[src/rtl/dma_start_pkg.sv]
// Shared types for the DMA start-delay controller.
// Assumes: only the arbiter state encoding needs sharing.
package dma_start_pkg;

    typedef enum logic {
        ARB_IDLE = 1'b0,
        ARB_BUSY = 1'b1
    } arb_state_t;

endpackage

[src/rtl/dma_start_chan.sv]
// One channel's arming logic.
// - Tracks whether the channel is armed.
// - Counts down the start-up wait while the channel stays enabled.
// - Reports readiness to the arbiter.
// Assumes: en is a level from a software register, sampled each clock.
module dma_start_chan #(
    parameter int WAIT_INIT = 2,
    parameter int WAIT_W    = $clog2(WAIT_INIT + 1)
) (
    input  logic clk,
    input  logic rst_n,
    input  logic en,
    input  logic cpu_stopped,
    output logic ready
);

    logic              armed_q;
    logic [WAIT_W-1:0] wait_q;

    // Arm on enable, count the wait down, disarm and clear when disabled.
    always_ff @(posedge clk) begin
        if (!rst_n) begin
            armed_q <= 1'b0;
            wait_q  <= '0;
        end else if (!en) begin
            armed_q <= 1'b0;
            wait_q  <= '0;
        end else if (!armed_q) begin
            armed_q <= 1'b1;
            wait_q  <= WAIT_W'(WAIT_INIT);
        end else if (wait_q != '0) begin
            wait_q  <= wait_q - 1'b1;
        end
    end

    // Ready when armed, still enabled, wait over and processor running.
    assign ready = armed_q & en & (wait_q == '0) & ~cpu_stopped;

endmodule

[src/rtl/dma_start_arb.sv]
// Fixed-priority arbiter with a one-unit grant.
// - Picks the lowest-index ready channel.
// - Holds the grant until the bus side signals completion.
// - Outputs a completion strobe with the finished channel index.
// Assumes: xfer_done is only meaningful while a grant is active.
module dma_start_arb
    import dma_start_pkg::*;
#(
    parameter int NUM_CH = 4,
    parameter int ID_W   = $clog2(NUM_CH)
) (
    input  logic              clk,
    input  logic              rst_n,
    input  logic [NUM_CH-1:0] ready,
    input  logic              xfer_done,
    output logic              grant_valid,
    output logic [ID_W-1:0]   grant_id,
    output logic              done_stb
);

    arb_state_t      state_q;
    logic [ID_W-1:0] id_q;
    logic [ID_W-1:0] pick;

    // Lowest ready index wins: scan downward so the last hit is the lowest.
    always_comb begin
        pick = '0;
        for (int i = NUM_CH - 1; i >= 0; i--) begin
            if (ready[i]) pick = ID_W'(i);
        end
    end

    // Grant state: idle until something is ready, busy until done.
    always_ff @(posedge clk) begin
        if (!rst_n) begin
            state_q <= ARB_IDLE;
            id_q    <= '0;
        end else begin
            case (state_q)
                ARB_IDLE: if (|ready) begin
                    state_q <= ARB_BUSY;
                    id_q    <= pick;
                end
                ARB_BUSY: if (xfer_done) state_q <= ARB_IDLE;
                default:  state_q <= ARB_IDLE;
            endcase
        end
    end

    assign grant_valid = (state_q == ARB_BUSY);
    assign grant_id    = id_q;
    // Completion strobe for the flag logic.
    assign done_stb    = grant_valid & xfer_done;

endmodule

[src/rtl/dma_start_irq.sv]
// Sticky completion flags.
// - Sets one bit per channel at DMA_BASE + index on completion.
// - The cartridge channel may also set CART_BIT.
// - Write-one-to-clear; a set on the same edge wins.
// Assumes: done_stb is a one-cycle strobe qualified by the arbiter.
module dma_start_irq #(
    parameter int NUM_CH   = 4,
    parameter int ID_W     = $clog2(NUM_CH),
    parameter int FLAG_W   = 14,
    parameter int DMA_BASE = 8,
    parameter int CART_BIT = 13,
    parameter int CART_CH  = 3
) (
    input  logic              clk,
    input  logic              rst_n,
    input  logic              done_stb,
    input  logic [ID_W-1:0]   done_id,
    input  logic [NUM_CH-1:0] irq_en,
    input  logic [NUM_CH-1:0] drq_en,
    input  logic [FLAG_W-1:0] clr,
    output logic [FLAG_W-1:0] flags
);

    logic [FLAG_W-1:0] set_vec;
    logic [FLAG_W-1:0] flags_q;

    // Build the set mask from the finished channel and its enables.
    always_comb begin
        set_vec = '0;
        for (int i = 0; i < NUM_CH; i++) begin
            if (done_stb && done_id == ID_W'(i)) begin
                if (irq_en[i]) set_vec[DMA_BASE + i] = 1'b1;
                if (i == CART_CH && drq_en[i]) set_vec[CART_BIT] = 1'b1;
            end
        end
    end

    // Sticky update: clear requested bits, then apply new sets.
    always_ff @(posedge clk) begin
        if (!rst_n) flags_q <= '0;
        else        flags_q <= (flags_q & ~clr) | set_vec;
    end

    assign flags = flags_q;

endmodule

[src/rtl/dma_start_ctrl.sv]
// Top of the DMA start-delay controller.
// - One arming unit per channel feeds a fixed-priority one-unit arbiter.
// - The arbiter's completion strobe drives the sticky flag register.
// Assumes: the address and data path are handled elsewhere.
module dma_start_ctrl #(
    parameter int NUM_CH     = 4,
    parameter int START_WAIT = 2,
    parameter int FLAG_W     = 14,
    parameter int DMA_BASE   = 8,
    parameter int CART_BIT   = 13,
    parameter int CART_CH    = NUM_CH - 1,
    localparam int ID_W      = $clog2(NUM_CH),
    localparam int WAIT_W    = $clog2(START_WAIT + 1)
) (
    input  logic              clk,
    input  logic              rst_n,
    input  logic [NUM_CH-1:0] chan_en,
    input  logic [NUM_CH-1:0] chan_irq_en,
    input  logic [NUM_CH-1:0] chan_drq_en,
    input  logic              cpu_stopped,
    input  logic              xfer_done,
    input  logic [FLAG_W-1:0] irq_clr,
    output logic              grant_valid,
    output logic [ID_W-1:0]   grant_id,
    output logic [FLAG_W-1:0] irq_flags
);

    logic [NUM_CH-1:0] ready;
    logic              done_stb;

    // One arming unit per channel.
    for (genvar g = 0; g < NUM_CH; g++) begin : g_chan
        dma_start_chan #(
            .WAIT_INIT (START_WAIT),
            .WAIT_W    (WAIT_W)
        ) u_chan (
            .clk         (clk),
            .rst_n       (rst_n),
            .en          (chan_en[g]),
            .cpu_stopped (cpu_stopped),
            .ready       (ready[g])
        );
    end

    dma_start_arb #(
        .NUM_CH (NUM_CH),
        .ID_W   (ID_W)
    ) u_arb (
        .clk         (clk),
        .rst_n       (rst_n),
        .ready       (ready),
        .xfer_done   (xfer_done),
        .grant_valid (grant_valid),
        .grant_id    (grant_id),
        .done_stb    (done_stb)
    );

    dma_start_irq #(
        .NUM_CH   (NUM_CH),
        .ID_W     (ID_W),
        .FLAG_W   (FLAG_W),
        .DMA_BASE (DMA_BASE),
        .CART_BIT (CART_BIT),
        .CART_CH  (CART_CH)
    ) u_irq (
        .clk      (clk),
        .rst_n    (rst_n),
        .done_stb (done_stb),
        .done_id  (grant_id),
        .irq_en   (chan_irq_en),
        .drq_en   (chan_drq_en),
        .clr      (irq_clr),
        .flags    (irq_flags)
    );

endmodule

[config.mk]
export PLATFORM = sky130hd
export DESIGN_NAME = dma_start_ctrl
export DESIGN_NICKNAME = d
export VERILOG_FILES = /design/src/rtl/dma_start_pkg.sv /design/src/rtl/dma_start_chan.sv /design/src/rtl/dma_start_arb.sv /design/src/rtl/dma_start_irq.sv /design/src/rtl/dma_start_ctrl.sv
export SDC_FILE = /design/constraint.sdc
export NUM_CORES = 1
export LEC_CHECK = 0
export ABC_CLOCK_PERIOD_IN_PS = 1220
export BUFFER_PORTS_ARGS = -buffer_cell sky130_fd_sc_hd__buf_4
export CORE_MARGIN = 2
export CORE_UTILIZATION = 37
export DETAILED_ROUTE_END_ITERATION = 6
export PLACE_DENSITY = 0.64
export SKIP_CTS_REPAIR_TIMING = 1
export SYNTH_ARGS = -nofsm -noshare
export SYNTH_HDL_FRONTEND = slang
export SYNTH_SLANG_ARGS = --single-unit
[constraint.sdc]
create_clock -name clk -period 1.22 [get_ports clk]
set_input_delay 0.122 -clock clk [delete_from_list [all_inputs] [get_ports clk]]
set_output_delay 0.122 -clock clk [all_outputs]
set_load 0.01 [all_outputs]
After elaboration in Yosys (flattened, before gate mapping)
Index checks and enable logic that the tools add are counted.
- register bits after elaboration: 29
- logic and storage cells: 96
- add/subtract/negate cells: 4
- equal/unequal tests: 7
- mux-type cells: 29
- bitwise operators: 18
- reduce and logical (&&, ||, !) cells: 23
- operators by type and width (operator ; count):
    2-to-1 mux 2 bit ; 12
    2-to-1 mux 1 bit ; 16
    AND 14 bit ; 1
    inverter 14 bit ; 1
    bitwise OR 14 bit ; 1
    AND 1 bit ; 13
    AND reduction 3 bit ; 4
    zero test 2 bit ; 5
    AND reduction 2 bit ; 5
    inequality test 2 bit, second input constant ; 4
    nonzero test 2 bit ; 4
    subtractor 2 x 1 -> 2 bit, second input constant ; 4
    equality test 2 bit, second input constant ; 2
    logical AND 1 bit ; 4
    OR reduction 4 bit ; 1
    equality test 2 x 1 -> 1 bit, second input constant ; 1
    inverter 1 bit ; 2
    case mux 1 bit (2 select lines) ; 1

Logic depth before layout (Yosys ltp)
Gate-level depths: netlist (run 1).
- depth in word-level cells: 7
- depth in mapped cells: 5
- gate-level depth less buffers: 5

Cells and area by module
Synthesis (run 1) repeated with hierarchy kept, for this count alone.
- cells, all modules: 91
- area, all modules: 1024.7 µm²
- modules (own cells, without submodules) (module ; instances ; cells each ; area each (µm²) ; sequential area each (µm²)):
    dma_start_irq ; 1 ; 40 ; 471.7 ; 280.3
    dma_start_chan ; 4 ; 9 ; 103.8 ; 60.1
    dma_start_arb ; 1 ; 15 ; 137.6 ; 60.1

Worst setup path before layout (run 1)
OpenSTA, ideal clock, no wires.
- path type: register -> register
- start: reg g_chan[0].u_chan.wait_q[1]
- end: reg u_arb.id_q[0], in the netlist u_arb.grant_id[0]
- library setup time: 0.119 ns
- arrival time: 0.951 ns
- required time: 1.101 ns
- setup slack: 0.150 ns
- cell stages (with the launch flop): 6
- period minus slack after synthesis: 1.070 ns
- path through: dfxtp_1 nor2_1 and4b_4 nor2_4 a21oi_2 o221a_1
- longest elaborated chain between the ends: 5
- elaborated cells between the ends (all ways): 6
- RTL lines (item ; RTL line ; source):
    start, declared ; dma_start_chan.sv:18 ; logic [WAIT_W-1:0] wait_q;
    start signal, assigned ; dma_start_chan.sv:30 ; wait_q <= WAIT_W'(WAIT_INIT);
    start signal, assigned ; dma_start_chan.sv:32 ; wait_q <= wait_q - 1'b1;
    zero test 2 bit (*) ; dma_start_chan.sv:37 ; assign ready = armed_q & en & (wait_q == '0) & ~cpu_stopped;
    AND 1 bit (*) (2 in series) ; dma_start_chan.sv:37 ;
    OR reduction 4 bit ; dma_start_arb.sv:40 ; ARB_IDLE: if (|ready) begin
    AND reduction 2 bit (no source line) ; -- ;
    end signal, assigned ; dma_start_arb.sv:42 ; id_q <= pick;
    end, declared ; dma_start_arb.sv:22 ; logic [ID_W-1:0] id_q;
Mark *: on every way between the ends. The rest lies on a longest branch, timed or not.
A chain may end at the register's enable or synchronous reset.

Worst setup path after layout (run 1)
- start: reg g_chan[1].u_chan.wait_q[1]
- end: reg u_arb.id_q[0], in the netlist u_arb.grant_id[0]
- longest elaborated chain between the ends: 5
- elaborated cells between the ends (all ways): 7
- RTL lines (item ; RTL line):
    start, declared ; dma_start_chan.sv:18
    start signal, assigned ; dma_start_chan.sv:30
    start signal, assigned ; dma_start_chan.sv:32
    zero test 2 bit (*) ; dma_start_chan.sv:37
    AND 1 bit (*) (2 in series) ; dma_start_chan.sv:37
    OR reduction 4 bit / 2-to-1 mux 2 bit (equally long branches) ; dma_start_arb.sv:40, dma_start_arb.sv:29
    AND reduction 2 bit (no source line) / 2-to-1 mux 2 bit (equally long branches) ; --
Marks and branches as above.

==> results.yml, run 1 <==
timing:
  fin_ws_ns: 0.06973
  fin_crit_ns: 1.150
  setup-violations-final: 0
  timing.slew.headroom_pct: 79.11
  worstMarginPinSlew_ns: 0.3090
  clock.fmax_mhz: 869.4
  rsz0062_at_grt: "false"
  period_share_pct: 94.28
  hold_viol_final: 0
  clock_skew_ns: 0.008914
  tns_ns: 0
  slew_viol_final: 0
layout:
  instances_no_fill: 187
  n_fill_cell: 254
  final_core_util_pct: 55.85
  multi_input_area_sq_um: 425.4
  final_area_sq_mm: 0.001500
  num_antenna_cells: 0
  drive_above_1_share_pct: 37.82
  fin_nets: 185
  syn_to_final_growth_pct: 46.76
  seq_area_sq_um: 581.8
critical_path:
  reg2reg_slack_ns: 0.07
  required_ns: 1.44
  start_kind: "flip-flop"
  cp.arrival_ns: 1.37
  crit_path_max_fanout: 3
  critPathKind: "reg2reg"
  end_kind: "flip-flop"
synthesis:
  synth_cell_types: 24
  syn_area_sq_mm: 0.001022
  synth_area_leaders: "dfxtp_1, nor2b_1, nor2_1"
  syn_avg_cell_area_sq_um: 10.02
  yosysTopAreaCell: "dfxtp_1"
  yosysMostFrequentCell: "dfxtp_1"
  synthFlopType: "dfxtp_1"
  syn_nets: 132
  synthTopCellsByCount: "dfxtp_1, nor2_1, nand2_1"
  yosys_register_bits: 29
  synth_top_area_share_pct: 56.79
  synth-edff-count: 0
  ys_warn_count: 0
  async_flop_share_pct: 0
  yosysSeqAreaShare_pct: 56.79
  netlist_instances: 102
clock_tree:
  cts_sinks: 29
  cts_tree: "built"
  cts-htree-levels: 2
  cts_buffer_depth: 2
  insertion_delay_ns: 0.33
  cts_buffers: 5
  path_clk_slew_ns: 0.09
  cts-root-buf: "clkbuf_4"
floorplanning:
  ios: 47
  row_count: 19
  die_h_microns: 56.56
  die-area_sq_mm: 0.003199
  core_sq_mm: 0.002686
  initial_utilization_pct: 38.05
  chipWidth_microns: 56.56
drt:
  routed_wl_microns: 2247
  num_vias: 879
  ant_nets: 0
  first_pass_iters: 3
  first_iter_violations: 25
  wl_per_cell_microns: 12.02
  route.detailed.drc: 0
  viasPerCell: 4.701
placement:
  place_ws_ns: 0.06687
  hpwlAfterDp_microns: 1602
  placed_cell_area_sq_mm: 0.001374
  placedCellCount: 174
  gp_congestion: 0.6660
  port_buffers: 43
grt:
  antenna_found_initial: 0
  grt_pass1_vias: 856
  grt.overflow.total: 0
  busiest_layer: "met2"
  grt_start_max_net_pins: 22
  grt_pass1_wl_microns: 3519
  grt_use_met3_pct: 5.069
  grt_usage_pct: 14.65
  grt_util_met2_pct: 24.25
  gr-usage-met1_pct: 14.95
status:
  status: "finished clean"
pwr:
  power_density_mw_per_mm2: 1208
  vdd_drop_max_v: 0.0009139
  p_leak_nw: 0.6812
run:
  drv_cap: 0
hold_path:
  holdCritPathClass: "in2reg"
per-layer routing:
| layer | vias to the layer above | share of wire, % |
|---|---|---|
| met3 | 10 | 4.1 |
| li1 | 448 | - |
| met4 | 0 | 3.5 |
| met2 | 20 | 50 |
| met5 | - | 0 |
| met1 | 401 | 42 |
state kept, by name, summed over array words and instances, names as in the netlist:
name / flops
g_chan.u_chan.armed_q: 4
u_arb.grant_id: 2
u_arb.grant_valid: 1
g_chan.u_chan.wait_q: 8
u_irq.flags: 14
power by group:
part | internal [mW] | switching, mW
registers | 0.971 | 0.0236
clock network | 0.333 | 0.325
logic | 0.103 | 0.0561
total | 1.41 | 0.405
cells by family after synthesis:
| family | Yosys count | share of synthesized area (%) |
|---|---|---|
| flip-flops | 29 | 56.79 |
| buffers and inverters | 5 | 2.080 |
| AND/OR/NAND/NOR | 55 | 31.21 |
| AO/OA/AOI/OAI | 13 | 9.915 |
stage by stage:
step                      total power, mW  hold slack [ns]
final                               1.812          0.03363
after detailed placement            1.163           0.2795
after floorplan                     1.068           0.1938
after global placement              1.156           0.2789
after CTS                           1.822         -0.08139
after global routing                1.894          0.04135
cells in the final DEF (no fill, tap or decap):
master and n:
a21boi_0 4, a21oi_1 2, a21oi_2 1, a31oi_1 1, and2_1 6, and3_1 2
and3b_1 4, and4b_1 2, and4b_4 2, buf_4 43, clkbuf_4 5, clkbuf_8 2
clkinv_2 1, dfxtp_1 28, dfxtp_2 1, dlygate4sd3_1 5, inv_1 3, nand2_1 12
nand3_1 3, nor2_1 13, nor2_4 1, nor2b_1 6, nor2b_2 2, nor3b_1 1
nor4b_1 1, o21a_1 2, o221a_1 1, o221a_2 1, o32ai_1 1
worst paths after layout:
kind | start | endpoint | cells after the start
max | g_chan[1].u_chan.wait_q[1] | u_arb.grant_id[0] | 5
min | chan_drq_en[3] | u_irq.flags[13] | 3
max reg2reg | g_chan[1].u_chan.wait_q[1] | u_arb.grant_id[0] | 5
min reg2reg | u_irq.flags[4] | u_irq.flags[4] | 2
worst max-delay path, stage by stage, from the launching register on:
cell	delay, ns
dfxtp_1	0.37
nor2_1	0.06
and4b_4	0.22
nor2_4	0.11
a21oi_2	0.07
o221a_1	0.22
layout make-up:
cell class | count | share of cell area, %
flip-flops and latches | 29 | 38.78
clock inverters | 1 | 0.3336
repair buffers | 48 | 24.85
well taps | 31 | 2.585
inverters | 3 | 0.7506
clock buffers | 7 | 4.337
multi-input cells | 68 | 28.36
(Power assumes the default switching activity.)
==> run 2, diff against run 1 <==
==> constraint.sdc (replaced) <==
create_clock -name clk -period 1.22 [get_ports clk]
set_input_delay 0.122 -clock clk [delete_from_list [all_inputs] [get_ports clk]]
set_output_delay 0.122 -clock clk [all_outputs]
set_load 0.05 [all_outputs]
==> run 2 against run 1 <==
Net effect: sequential share of layout area is 0.46 points lower; flip-flop and latch count stayed put; global-route usage is 0.41 points higher; non-clock buffer count stayed put; register-to-register slack better by 0.02 ns; setup slack better by 0.022 ns; hold slack better by 0.023 ns; cell count stayed put; critical path type unchanged; critical endpoint unchanged; largest power group unchanged.
==> results.yml, run 2 (synthesized netlist as in run 1, its figures left out) <==
critical_path:
  start_kind: "flip-flop"
  end_kind: "flip-flop"
  crit_path_max_fanout: 3
  required_ns: 1.44
  cp.arrival_ns: 1.35
  cp_slowest_cell: "dfxtp_1"
  critPathKind: "reg2reg"
  reg2reg_slack_ns: 0.09
  timing.rr.start: "g_chan[0].u_chan.wait_q[1]"
  cp_cell_sequence: "nor2_1 > and4b_4 > nor2_4 > a21oi_2 > o221a_1"
  slowest_delay_ns: 0.36
  crit_start: "g_chan[0].u_chan.wait_q[1]"
grt:
  grt.overflow.total: 0
  grt_usage_pct: 15.06
  antenna_found_initial: 0
  grt_start_max_net_pins: 22
  grt_pass1_wl_microns: 3684
  grt_pass1_vias: 883
placement:
  hpwlAfterDp_microns: 1596
  placed_cell_area_sq_mm: 0.001375
  place_ws_ns: 0.1021
  placedCellCount: 174
  gp_congestion: 0.6333
  port_buffers: 43
hold_path:
  holdCritPathClass: "in2reg"
  hp-start: "chan_en[0]"
timing:
  worstMarginPinSlew_ns: 0.2707
  clock_skew_ns: 0.008367
  rsz0062_at_grt: "false"
  fin_ws_ns: 0.09153
  period_share_pct: 92.50
  timing.slew.headroom_pct: 81.70
  setup-violations-final: 0
  slew_viol_final: 0
  fin_crit_ns: 1.128
  tns_ns: 0
  hold_viol_final: 0
  clock.fmax_mhz: 886.2
pwr:
  power_density_mw_per_mm2: 1304
  p_leak_nw: 0.6880
  p_total_mw: 1.984
  vdd_drop_max_v: 0.0009185
layout:
  num_antenna_cells: 0
  syn_to_final_growth_pct: 48.84
  largest_register_ffs: 14
  mostFrequentLayoutCell: "buf_4"
  fin_nets: 185
  n_fill_cell: 250
  multi_input_area_sq_um: 430.4
  seq_area_sq_um: 583.1
  instances_no_fill: 187
  layout_common_cells: "buf_4, dfxtp_1, nor2_1"
  drive_above_1_share_pct: 37.82
  final_area_sq_mm: 0.001521
floorplanning:
  initial_utilization_pct: 38.05
  ios: 47
  row_count: 19
  die_h_microns: 56.56
  die-area_sq_mm: 0.003199
  chipWidth_microns: 56.56
  core_sq_mm: 0.002686
drt:
  first_pass_iters: 4
  viasPerCell: 4.695
  routed_wl_microns: 2186
  route.detailed.drc: 0
  first_iter_violations: 9
  num_vias: 878
  ant_nets: 0
  wl_per_cell_microns: 11.69
clock_tree:
  path_clk_slew_ns: 0.09
  cts-root-buf: "clkbuf_4"
  cts-htree-levels: 2
  cts_tree: "built"
  cts_buffers: 5
  cts_buffer_depth: 2
  cts_sinks: 29
  insertion_delay_ns: 0.32
status:
  status: "finished clean"
run:
  drv_cap: 0
## run 2: critical path: cells and delay by family, from the launching register on
kind               cells  cell delay (ns)
DFF                    1             0.36
and+or+nand+nor        3             0.39
AOI/OAI and AO/OA      2             0.27
## run 2: power breakdown
part           total, mW  internal, mW  switching, mW
clock network      0.803         0.489          0.314
registers          0.994         0.971         0.0232
logic              0.187         0.105         0.0816
total               1.98          1.57          0.419
## run 2: per-layer routing
layer	GRT usage [%]	wire [microns]
met3	4.839	92
met1	15.75	866
met5	0	0
met2	25.91	1173
met4	9.184	53
## run 2: final timing paths
kind | endpoint | cells after the start
min | g_chan[0].u_chan.armed_q | 2
max reg2reg | u_arb.grant_id[0] | 5
min reg2reg | g_chan[3].u_chan.wait_q[1] | 1
max | u_arb.grant_id[0] | 5
## run 2: final cells by class
cell class	instances	share of cell area, %
Sequential cell	29	38.32
Multi-Input combinational cell	68	28.29
Timing Repair Buffer	48	24.51
Clock buffer	7	3.618
Tap cell	31	2.549
Clock inverter	1	1.974
Inverter	3	0.7401
## run 2: stage by stage
stage	hold slack (ns)	utilization, %
detailed placement	0.2819	51.19
floorplan	0.1938	-
global placement	0.2791	51.19
finish	0.05615	56.64
CTS	-0.07506	54.35
global route	0.03816	56.64
==> run 3, diff against run 2 <==
--- a/config.mk
+++ b/config.mk
@@ -7,6 +7,7 @@
 export LEC_CHECK = 0
 export ABC_CLOCK_PERIOD_IN_PS = 1220
 export BUFFER_PORTS_ARGS = -buffer_cell sky130_fd_sc_hd__buf_4
+export CORE_ASPECT_RATIO = 1.25
 export CORE_MARGIN = 2
 export CORE_UTILIZATION = 37
 export DETAILED_ROUTE_END_ITERATION = 6
==> constraint.sdc (replaced) <==
create_clock -name clk -period 1.22 [get_ports clk]
set_input_delay 0.122 -clock clk [delete_from_list [all_inputs] [get_ports clk]]
set_output_delay 0.122 -clock clk [all_outputs]
set_load 0.02 [all_outputs]
==> run 3 against run 2 <==
Net effect: flip-flop and latch count did not move; clock skew down 0.0021 ns; setup slack lost 0.011 ns; clock power barely moved; final area increased by 0.66%; die area hardly changed; critical path type unchanged; utilization grew 1.1 points; maximum frequency decreased by 0.95%; cell count grew 2.1%; largest power group unchanged; critical path depth is the same; critical endpoint unchanged.
==> results.yml, run 3 (synthesized netlist as in run 1, its figures left out) <==
timing:
  clock_skew_ns: 0.006299
  slew_viol_final: 0
  clock.fmax_mhz: 877.7
  hold_viol_final: 0
  setup-violations-final: 0
  timing.slew.headroom_pct: 82.23
  period_share_pct: 93.39
  fin_crit_ns: 1.139
  rsz0062_at_grt: "false"
  tns_ns: 0
  worstMarginPinSlew_ns: 0.2628
drt:
  num_vias: 881
  route.detailed.drc: 0
  first_iter_violations: 15
  wl_per_cell_microns: 11.44
  routed_wl_microns: 2185
  first_pass_iters: 4
  viasPerCell: 4.613
  ant_nets: 0
hold_path:
  holdPathStages: 3
  holdCritPathClass: "in2reg"
critical_path:
  cp.arrival_ns: 1.36
  critPathKind: "reg2reg"
  start_kind: "flip-flop"
  end_kind: "flip-flop"
  r2r_cells: 5
  crit_path_max_fanout: 3
  required_ns: 1.44
floorplanning:
  row_count: 21
  die_h_microns: 62.77
  initial_utilization_pct: 38.52
  die-area_sq_mm: 0.003202
  core_sq_mm: 0.002654
  chipWidth_microns: 51.02
  ios: 47
layout:
  syn_to_final_growth_pct: 49.82
  instances_no_fill: 191
  n_fill_cell: 240
  seq_area_sq_um: 581.8
  drive_above_1_share_pct: 37.58
  mostFrequentLayoutCell: "buf_4"
  multi_input_area_sq_um: 430.4
  layout_common_cells: "buf_4, dfxtp_1, nor2_1"
  fin_nets: 186
  largest_register_ffs: 14
  num_antenna_cells: 0
clock_tree:
  cts_buffer_depth: 2
  cts-root-buf: "clkbuf_4"
  path_clk_slew_ns: 0.09
  insertion_delay_ns: 0.32
  cts-htree-levels: 2
  cts_tree: "built"
  cts_sinks: 29
  cts_buffers: 5
placement:
  hpwlAfterDp_microns: 1598
  gp_congestion: 0.7171
  placedCellCount: 178
  port_buffers: 43
grt:
  grt_usage_pct: 15.08
  antenna_found_initial: 0
  grt_pass1_vias: 887
  grt.overflow.total: 0
  grt_start_max_net_pins: 22
  grt_pass1_wl_microns: 3622
pwr:
  p_leak_nw: 0.6929
  power_density_mw_per_mm2: 1284
  p_total_mw: 1.966
  vdd_drop_max_v: 0.0008494
status:
  status: "finished clean"
run:
  drv_cap: 0
-- run 3: cell types whose count changed in the layout (fill, tap and decap cells not counted), sizes merged --
cell / delta
buf: +1
-- run 3: power breakdown --
group	internal (mW)	switching (mW)	total [mW]
sequential	0.970	0.0199	0.990
combinational	0.108	0.0664	0.175
clock	0.489	0.312	0.801
total	1.57	0.399	1.97
-- run 3: worst paths after layout --
path	startpoint	end	slack (ns)
worst max-delay path	g_chan[0].u_chan.wait_q[1]	u_arb.grant_id[0]	0.08
worst min register to register	u_irq.flags[6]	u_irq.flags[6]	0.44
worst min-delay path	chan_drq_en[3]	u_irq.flags[13]	0.05
worst max register to register	g_chan[0].u_chan.wait_q[1]	u_arb.grant_id[0]	0.08
-- run 3: per-stage QoR --
step                setup WS (ns)  hold WS (ns)  utilization [%]  instance area, sq um
floorplan                 0.09494        0.1938                -                  1022
global placement           0.1303        0.2783            52.19                  1385
detailed placement        0.08503        0.2831            52.19                  1385
CTS                       0.05802      -0.07775            55.40                  1470
global route             0.008470       0.02570            57.71                  1531
finish                    0.08069       0.04682            57.71                  1531
-- run 3: metal layers --
| metal | track usage [%] | vias to the layer above | wire (microns) |
|---|---|---|---|
| li1 | - | 452 | - |
| met1 | 15.63 | 394 | 874 |
| met2 | 25.65 | 28 | 1103 |
| met3 | 4.785 | 7 | 155 |
| met4 | 9.122 | 0 | 51 |
| met5 | 0 | - | 0 |
-- run 3: area by class of cell --
type                    instances  share of cell area [%]
clock buffers                   7                   3.595
well taps                      34                   2.778
clock inverters                 1                   1.961
multi-input cells              68                   28.10
flip-flops and latches         29                   37.99
repair buffers                 49                   24.84
inverters                       3                  0.7353
-- run 3: worst max-delay path: stages, from the launching register on --
cell,delay (ns)
dfxtp_1,0.36
nor2_1,0.05
and4b_4,0.21
nor2_4,0.14
a21oi_2,0.06
o221a_1,0.21
